## src/rtl/evsamp_pkg.sv

```systemverilog
package evsamp_pkg;
  localparam int AW  = 16;            // instruction / memory address width
  localparam int DW  = 8;             // side data width
  localparam int TW  = 4;             // record type width
  localparam int PW  = 8;             // ring pointer width
  localparam int CW  = 12;            // sample counter width
  localparam int DCW = 8;             // drop counter width
  localparam int RW  = TW + AW + DW;  // record width

  typedef logic [PW-1:0] ptr_t;

  typedef struct packed {
    logic [TW-1:0] kind;
    logic [AW-1:0] iaddr;
    logic [DW-1:0] info;
  } rec_t;

  // step a ring pointer by one, wrapping at the ring size
  function automatic ptr_t ring_next(input ptr_t p, input ptr_t sz);
    ptr_t nx;
    nx = p + ptr_t'(1);
    return (nx == sz) ? '0 : nx;
  endfunction

  // unread records between tail and head
  function automatic ptr_t ring_fill(input ptr_t h, input ptr_t t, input ptr_t sz);
    if (h >= t) return h - t;
    return ptr_t'(h + sz - t);
  endfunction
endpackage

```

## src/rtl/evsamp_cnt.sv

```systemverilog
module evsamp_cnt
  import evsamp_pkg::*;
#(
  parameter int RB = 3
) (
  input  logic          clk,
  input  logic          rst_n,
  input  logic          en,
  input  logic          rnd_en,
  input  logic          hit,
  input  logic [CW-1:0] reload,
  input  logic [RB-1:0] rnd,
  output logic          fire
);
  logic [CW-1:0] cnt;
  logic [CW-1:0] next_load;

  assign next_load = rnd_en ? {reload[CW-1:RB], rnd} : reload;
  assign fire      = en && hit && (cnt == '0);

  always_ff @(posedge clk) begin
    if (!rst_n)        cnt <= '0;
    else if (!en)      cnt <= reload;
    else if (hit) begin
      if (cnt == '0)   cnt <= next_load;
      else             cnt <= cnt - 1'b1;
    end
  end
endmodule

```

## src/rtl/evsamp_ringctl.sv

```systemverilog
module evsamp_ringctl
  import evsamp_pkg::*;
(
  input  logic clk,
  input  logic rst_n,
  input  ptr_t size,
  input  ptr_t thresh,
  input  logic adv,
  input  logic tail_wr,
  input  ptr_t tail_val,
  output ptr_t head,
  output ptr_t tail,
  output logic full,
  output logic irq
);
  ptr_t fill;

  assign fill = ring_fill(head, tail, size);
  assign full = (ring_next(head, size) == tail);
  assign irq  = (fill > thresh);

  always_ff @(posedge clk) begin
    if (!rst_n) begin
      head <= '0;
      tail <= '0;
    end else begin
      if (adv)     head <= ring_next(head, size);
      if (tail_wr) tail <= tail_val;
    end
  end
endmodule

```

## src/rtl/evsamp_ring_top.sv

```systemverilog
module evsamp_ring_top
  import evsamp_pkg::*;
#(
  parameter int NEV = 2,
  parameter int RB  = 3
) (
  input  logic              clk,
  input  logic              rst_n,
  input  logic [AW-1:0]     cfg_base,
  input  logic [PW-1:0]     cfg_size,
  input  logic [PW-1:0]     cfg_thresh,
  input  logic [NEV-1:0]    cfg_en,
  input  logic [NEV-1:0]    cfg_rand,
  input  logic [NEV*CW-1:0] cfg_reload,
  input  logic              cfg_val_en,
  input  logic [CW-1:0]     cfg_val_reload,
  input  logic [NEV-1:0]    ev_hit,
  input  logic [NEV*AW-1:0] ev_addr,
  input  logic [NEV*DW-1:0] ev_data,
  input  logic              val_cmd,
  input  logic              ins_cmd,
  input  logic [AW-1:0]     cmd_addr,
  input  logic [DW-1:0]     cmd_data,
  input  logic              tail_wr,
  input  logic [PW-1:0]     tail_val,
  output logic              mem_req,
  output logic [AW-1:0]     mem_addr,
  output logic [RW-1:0]     mem_wdata,
  input  logic              mem_ack,
  output logic              irq,
  output logic [DCW-1:0]    drop_cnt
);
  localparam int NS  = NEV + 2;        // event sources + value sampler + insert
  localparam int VI  = NEV;            // value sampler slot
  localparam int II  = NEV + 1;        // insert slot
  localparam int NSW = $clog2(NS + 2);

  // pseudo-random source for reload dithering
  logic [15:0] lfsr;
  always_ff @(posedge clk) begin
    if (!rst_n) lfsr <= 16'hACE1;
    else        lfsr <= {lfsr[14:0], lfsr[15] ^ lfsr[13] ^ lfsr[12] ^ lfsr[10]};
  end

  logic [NS-1:0] trig;
  logic [AW-1:0] trig_addr [NS];
  logic [DW-1:0] trig_data [NS];

  for (genvar g = 0; g < NEV; g++) begin : g_ev
    evsamp_cnt #(.RB(RB)) u_cnt (
      .clk(clk), .rst_n(rst_n), .en(cfg_en[g]), .rnd_en(cfg_rand[g]),
      .hit(ev_hit[g]), .reload(cfg_reload[g*CW +: CW]), .rnd(lfsr[RB-1:0]),
      .fire(trig[g])
    );
    assign trig_addr[g] = ev_addr[g*AW +: AW];
    assign trig_data[g] = ev_data[g*DW +: DW];
  end

  evsamp_cnt #(.RB(RB)) u_val (
    .clk(clk), .rst_n(rst_n), .en(cfg_val_en), .rnd_en(1'b0),
    .hit(val_cmd), .reload(cfg_val_reload), .rnd(lfsr[RB-1:0]),
    .fire(trig[VI])
  );
  assign trig_addr[VI] = cmd_addr;
  assign trig_data[VI] = cmd_data;
  assign trig[II]      = ins_cmd;
  assign trig_addr[II] = cmd_addr;
  assign trig_data[II] = cmd_data;

  // pending record per source, observable for the checker
  logic [NS-1:0] pend, grant, take, retrig_drop;
  logic [AW-1:0] pend_addr [NS];
  logic [DW-1:0] pend_data [NS];
  logic          load, full;
  ptr_t          head, tail;
  rec_t          sel_rec;
  logic [NSW-1:0] drop_n;

  assign load        = !mem_req && (|pend);
  assign take        = grant & {NS{load}};
  assign retrig_drop = trig & pend & ~take;

  for (genvar s = 0; s < NS; s++) begin : g_pend
    always_ff @(posedge clk) begin
      if (!rst_n) begin
        pend[s]      <= 1'b0;
        pend_addr[s] <= '0;
        pend_data[s] <= '0;
      end else begin
        if (take[s]) pend[s] <= 1'b0;
        if (trig[s] && (!pend[s] || take[s])) begin
          pend[s]      <= 1'b1;
          pend_addr[s] <= trig_addr[s];
          pend_data[s] <= trig_data[s];
        end
      end
    end
  end

  // lowest type number wins
  always_comb begin
    grant = '0;
    for (int i = NS - 1; i >= 0; i--) begin
      if (pend[i]) begin
        grant    = '0;
        grant[i] = 1'b1;
      end
    end
  end

  always_comb begin
    sel_rec = '0;
    for (int i = 0; i < NS; i++) begin
      if (grant[i]) sel_rec = '{kind: TW'(i), iaddr: pend_addr[i], info: pend_data[i]};
    end
  end

  evsamp_ringctl u_ring (
    .clk(clk), .rst_n(rst_n), .size(cfg_size), .thresh(cfg_thresh),
    .adv(mem_req && mem_ack), .tail_wr(tail_wr), .tail_val(tail_val),
    .head(head), .tail(tail), .full(full), .irq(irq)
  );

  always_ff @(posedge clk) begin
    if (!rst_n) begin
      mem_req   <= 1'b0;
      mem_addr  <= '0;
      mem_wdata <= '0;
    end else if (mem_req && mem_ack) begin
      mem_req <= 1'b0;
    end else if (load && !full) begin
      mem_req   <= 1'b1;
      mem_addr  <= cfg_base + AW'(head);
      mem_wdata <= sel_rec;
    end
  end

  assign drop_n = NSW'($countones(retrig_drop)) + NSW'(load && full);

  always_ff @(posedge clk) begin
    logic [DCW:0] sum;
    if (!rst_n) drop_cnt <= '0;
    else begin
      sum = {1'b0, drop_cnt} + (DCW+1)'(drop_n);
      drop_cnt <= sum[DCW] ? {DCW{1'b1}} : sum[DCW-1:0];
    end
  end
endmodule

```

## config.mk

```make
export PLATFORM = sky130hd
export DESIGN_NAME = evsamp_ring_top
export DESIGN_NICKNAME = d
export VERILOG_FILES = /design/src/rtl/evsamp_pkg.sv /design/src/rtl/evsamp_cnt.sv /design/src/rtl/evsamp_ringctl.sv /design/src/rtl/evsamp_ring_top.sv
export SDC_FILE = /design/constraint.sdc
export NUM_CORES = 1
export LEC_CHECK = 0
export ABC_AREA = 1
export BUFFER_PORTS_ARGS = -buffer_cell sky130_fd_sc_hd__buf_4
export CORE_ASPECT_RATIO = 0.6
export CORE_MARGIN = 5
export CORE_UTILIZATION = 50
export DETAILED_ROUTE_END_ITERATION = 12
export PLACE_DENSITY = 0.72
export SYNTH_ARGS = -nofsm -noshare
export SYNTH_HDL_FRONTEND = slang
export SYNTH_SLANG_ARGS = --single-unit
```

## constraint.sdc

```tcl
create_clock -name clk -period 4.9 [get_ports clk]
set_input_delay 0.735 -clock clk [delete_from_list [all_inputs] [get_ports clk]]
set_output_delay 0.735 -clock clk [all_outputs]
set_load 0.01 [all_outputs]
```

==> impl_metrics.json <==
{
  "hpwl_um": 24600,
  "nets": 1940,
  "place_congestion": 0.918,
  "crit_start": "u_ring.head[1]",
  "fin_tns_setup_ps": 0,
  "power_frac_clock": 0.338,
  "irDropWorstVdd_v": 0.000221,
  "fillCellCount": 2068,
  "cts.clk_slew.worst_paths_ps": 60,
  "drive_gt1_frac": 0.169,
  "worst_slew_pin_slew_ps": 1140,
  "dp_slack_ps": 90.6,
  "p_int_mw": 3.46,
  "crit_arrival_ps": 3970,
  "port_buffers": 212,
  "cts_tree": "yes",
  "period_needed_ps": 4700,
  "fp.dieH_um": 130,
  "fin_crit_sh": 0.960,
  "setup_viol": 0,
  "start_util": 0.511,
  "yosysTopAreaCell": "edfxtp_1",
  "hold_violations": 0,
  "diodes": 0,
  "path_class": "flop to primary output",
  "htreeDepth": 1,
  "dr.pass1.iters": 6,
  "rows": 43,
  "ctsHoldBuffers": 0,
  "synthSimpleGateAreaFrac": 0.231,
  "timing.hold.ws_ps": 411,
  "yosysSeqAreaShare": 0.449,
  "power.share.combinational": 0.228,
  "yosysTopAreaCellShare": 0.242,
  "reg2reg_slack_ps": 460,
  "yosysWarningCount": 0,
  "setup_slack_ps": 197,
  "clock_skew_ps": 16.5,
  "clkSinkCount": 219,
  "drc": 0,
  "power_per_cell_area_mw_per_mm2": 339,
  "power_frac_seq": 0.433,
  "synth_fa_ha_area_frac": 0.0643,
  "p_switching_mw": 1.46,
  "p_leak_nw": 6.85,
  "grt_max_degree": 83,
  "routedWlPerCell_um": 16.4,
  "pin_count": 215,
  "worstPathRequired_ps": 4160,
  "synth_seq_cells": 219,
  "viasPerCell": 5.28,
  "gr-usage-all-layers": 0.239,
  "startpoint_type": "flop",
  "final_max_slew_viol_count": 0,
  "maxCapViolations": 0,
  "synth.avg_cell_area_um2": 7.77,
  "die-area_mm2": 0.0271,
  "swShare": 0.296,
  "syn_inst": 1533,
  "timing.rr.start": "u_ring.head[1]",
  "finish.utilization": 0.624,
  "cts.path.max_buffers": 3,
  "synthMuxAreaShare": 0.00546,
  "synth_top_family_by_area": "simple AND/OR/NAND/NOR gates",
  "hold_start": "lfsr[14]",
  "antenna_found_initial": 0,
  "max-slew-margin-rel": 0.240,
  "syn2layout_area_growth_pct": 22.0,
  "synth.distinct_cells": 45,
  "clk_latency_ps": 520,
  "first_global_vias": 9910,
  "grt_pass1_wl_um": 52400,
  "max_freq_ghz": 0.213,
  "drt_iter0_drc": 974,
  "vias": 10851,
  "routed_wl_um": 33700,
  "netlist_area_mm2": 0.0119,
  "synthTopCellsByArea": "edfxtp_1 (24%), dfxtp_1 (21%), nand2_1 (8.7%)",
  "ctsRootBufferMaster": "clkbuf_16",
  "outcome": "finished clean",
  "die_x_um": 209,
  "setup.worst_path.end_class": "primary output",
  "cts_made_buffers": 22,
  "min_path_type": "flop to flop",
  "path_max_fanout": 7,
  "overflow": 0,
  "fp.coreArea_mm2": 0.0233,
  "ant_nets": 0,
  "synth_compound_area_frac": 0.126,
  "synthXorXnorAreaFrac": 0.0316
}
## sequential cells by signal, summed over array words and instances (netlist names)
signal          flops
pend_addr          64
pend_data          32
mem_wdata          26
g_ev.u_cnt.cnt     24
lfsr               16
mem_addr           16
u_val.cnt          12
drop_cnt            8
u_ring.head         8
u_ring.tail         8
pend                4
mem_req             1
## worst paths after layout
path,end,depth (start not counted)
hold / removal,lfsr[15],1
setup reg to reg,drop_cnt[3],29
setup / recovery,irq,17
hold reg to reg,lfsr[15],1
## synth_stat cells, drive strengths merged
library cell    n
a211oi          1
a21boi          1
a21oi         124
a221oi         15
a31o            1
a31oi           8
and2            2
buf            19
clkbuf         45
clkinv          3
conb            1
dfxtp         123
edfxtp         96
fa             12
ha             42
inv           215
mux2            4
mux2i           2
nand2         278
nand2b          1
nand3         109
nand3b          2
nand4          18
nor2          224
nor3           13
nor4            5
o211ai         19
o21a            2
o21ai          87
o21bai          1
o221a           1
o221ai          2
o31ai           6
or2             8
xnor2          17
xor2           26
## layer usage
metal / vias up / wire, um / track usage
met5: - / 0 / 0
met1: 5030 / 16600 / 0.377
met2: 386 / 13400 / 0.324
li1: 5397 / - / -
met4: 0 / 440 / 0.0383
met3: 38 / 3250 / 0.0716
## power groups by stage
stage | Sequential [mW] | Clock, mW | Combinational (mW)
final | 2.13 | 1.67 | 1.12
after detailed placement | 2.17 | 0 | 1.09
after CTS | 2.13 | 1.69 | 1.10
after floorplan | 2.17 | 0 | 0.705
after global placement | 2.16 | 0 | 1.07
after global routing | 2.15 | 1.78 | 1.26
## cells in the final DEF (no fill, tap or decap), types with 4 or more instances in the layout
master / instances
nand2_1: 276
buf_4: 231
nor2_1: 221
inv_1: 212
a21oi_1: 122
dfxtp_1: 119
nand3_1: 108
edfxtp_1: 96
o21ai_0: 86
ha_1: 40
xor2_1: 26
clkbuf_16: 22
o211ai_1: 19
nand4_1: 18
xnor2_1: 17
a221oi_1: 15
nor3_1: 11
fa_1: 11
clkinv_1: 8
or2_2: 8
a31oi_1: 8
clkbuf_1: 7
o31ai_1: 6
nor4_1: 4
mux2_2: 4
## metrics by stage
step           instances  area (um2)  total power [mW]
6_report            2056       14500              4.92
5_1_grt             2056       14500              5.18
4_1_cts             2052       14400              4.92
3_5_place_dp        2012       13700              3.26
3_3_place_gp        2012       13700              3.23
2_1_floorplan       1534       11900              2.87
## cell families (layout without fill, tap and decap cells)
kind of cell	Yosys count	count (layout)
buffers and inverters	282	489
XOR/XNOR	43	43
adder cells (fa/ha/maj)	54	54
multiplexers	6	6
AO/OA/AOI/OAI	268	268
flip-flops	219	219
other	1	2
AND/OR/NAND/NOR	660	660
## timing repair
item	in CTS	in global routing
cloned	0	0
resized for setup	1	13
setup buffers	0	4
setup endpoints to repair	1	8
pin swaps	0	3
## area by class of cell
| cell class | instances | area, um2 | area share |
|---|---|---|---|
| inverters | 218 | 822 | 0.0566 |
| repair buffers | 231 | 1730 | 0.119 |
| clock inverters | 11 | 116 | 0.00801 |
| multi-input cells | 1033 | 5530 | 0.381 |
| flip-flops and latches | 219 | 5360 | 0.369 |
| clock buffers | 29 | 577 | 0.0397 |
| well taps | 315 | 394 | 0.0271 |
## worst max-delay path, stage by stage (launching register included)
cell        delay [ps]
dfxtp_4            400
clkinvlp_4         140
fa_1               510
inv_1               80
fa_2               410
nand3_1             70
and2_1             170
inv_1               50
a21oi_1            140
nor2_1              60
nor2_1             160
xor2_1             200
o21ai_0            120
ha_1               340
nand4_1            120
o221a_2            250
nor2_1             100
buf_4              130
(Power assumes the default switching activity.)
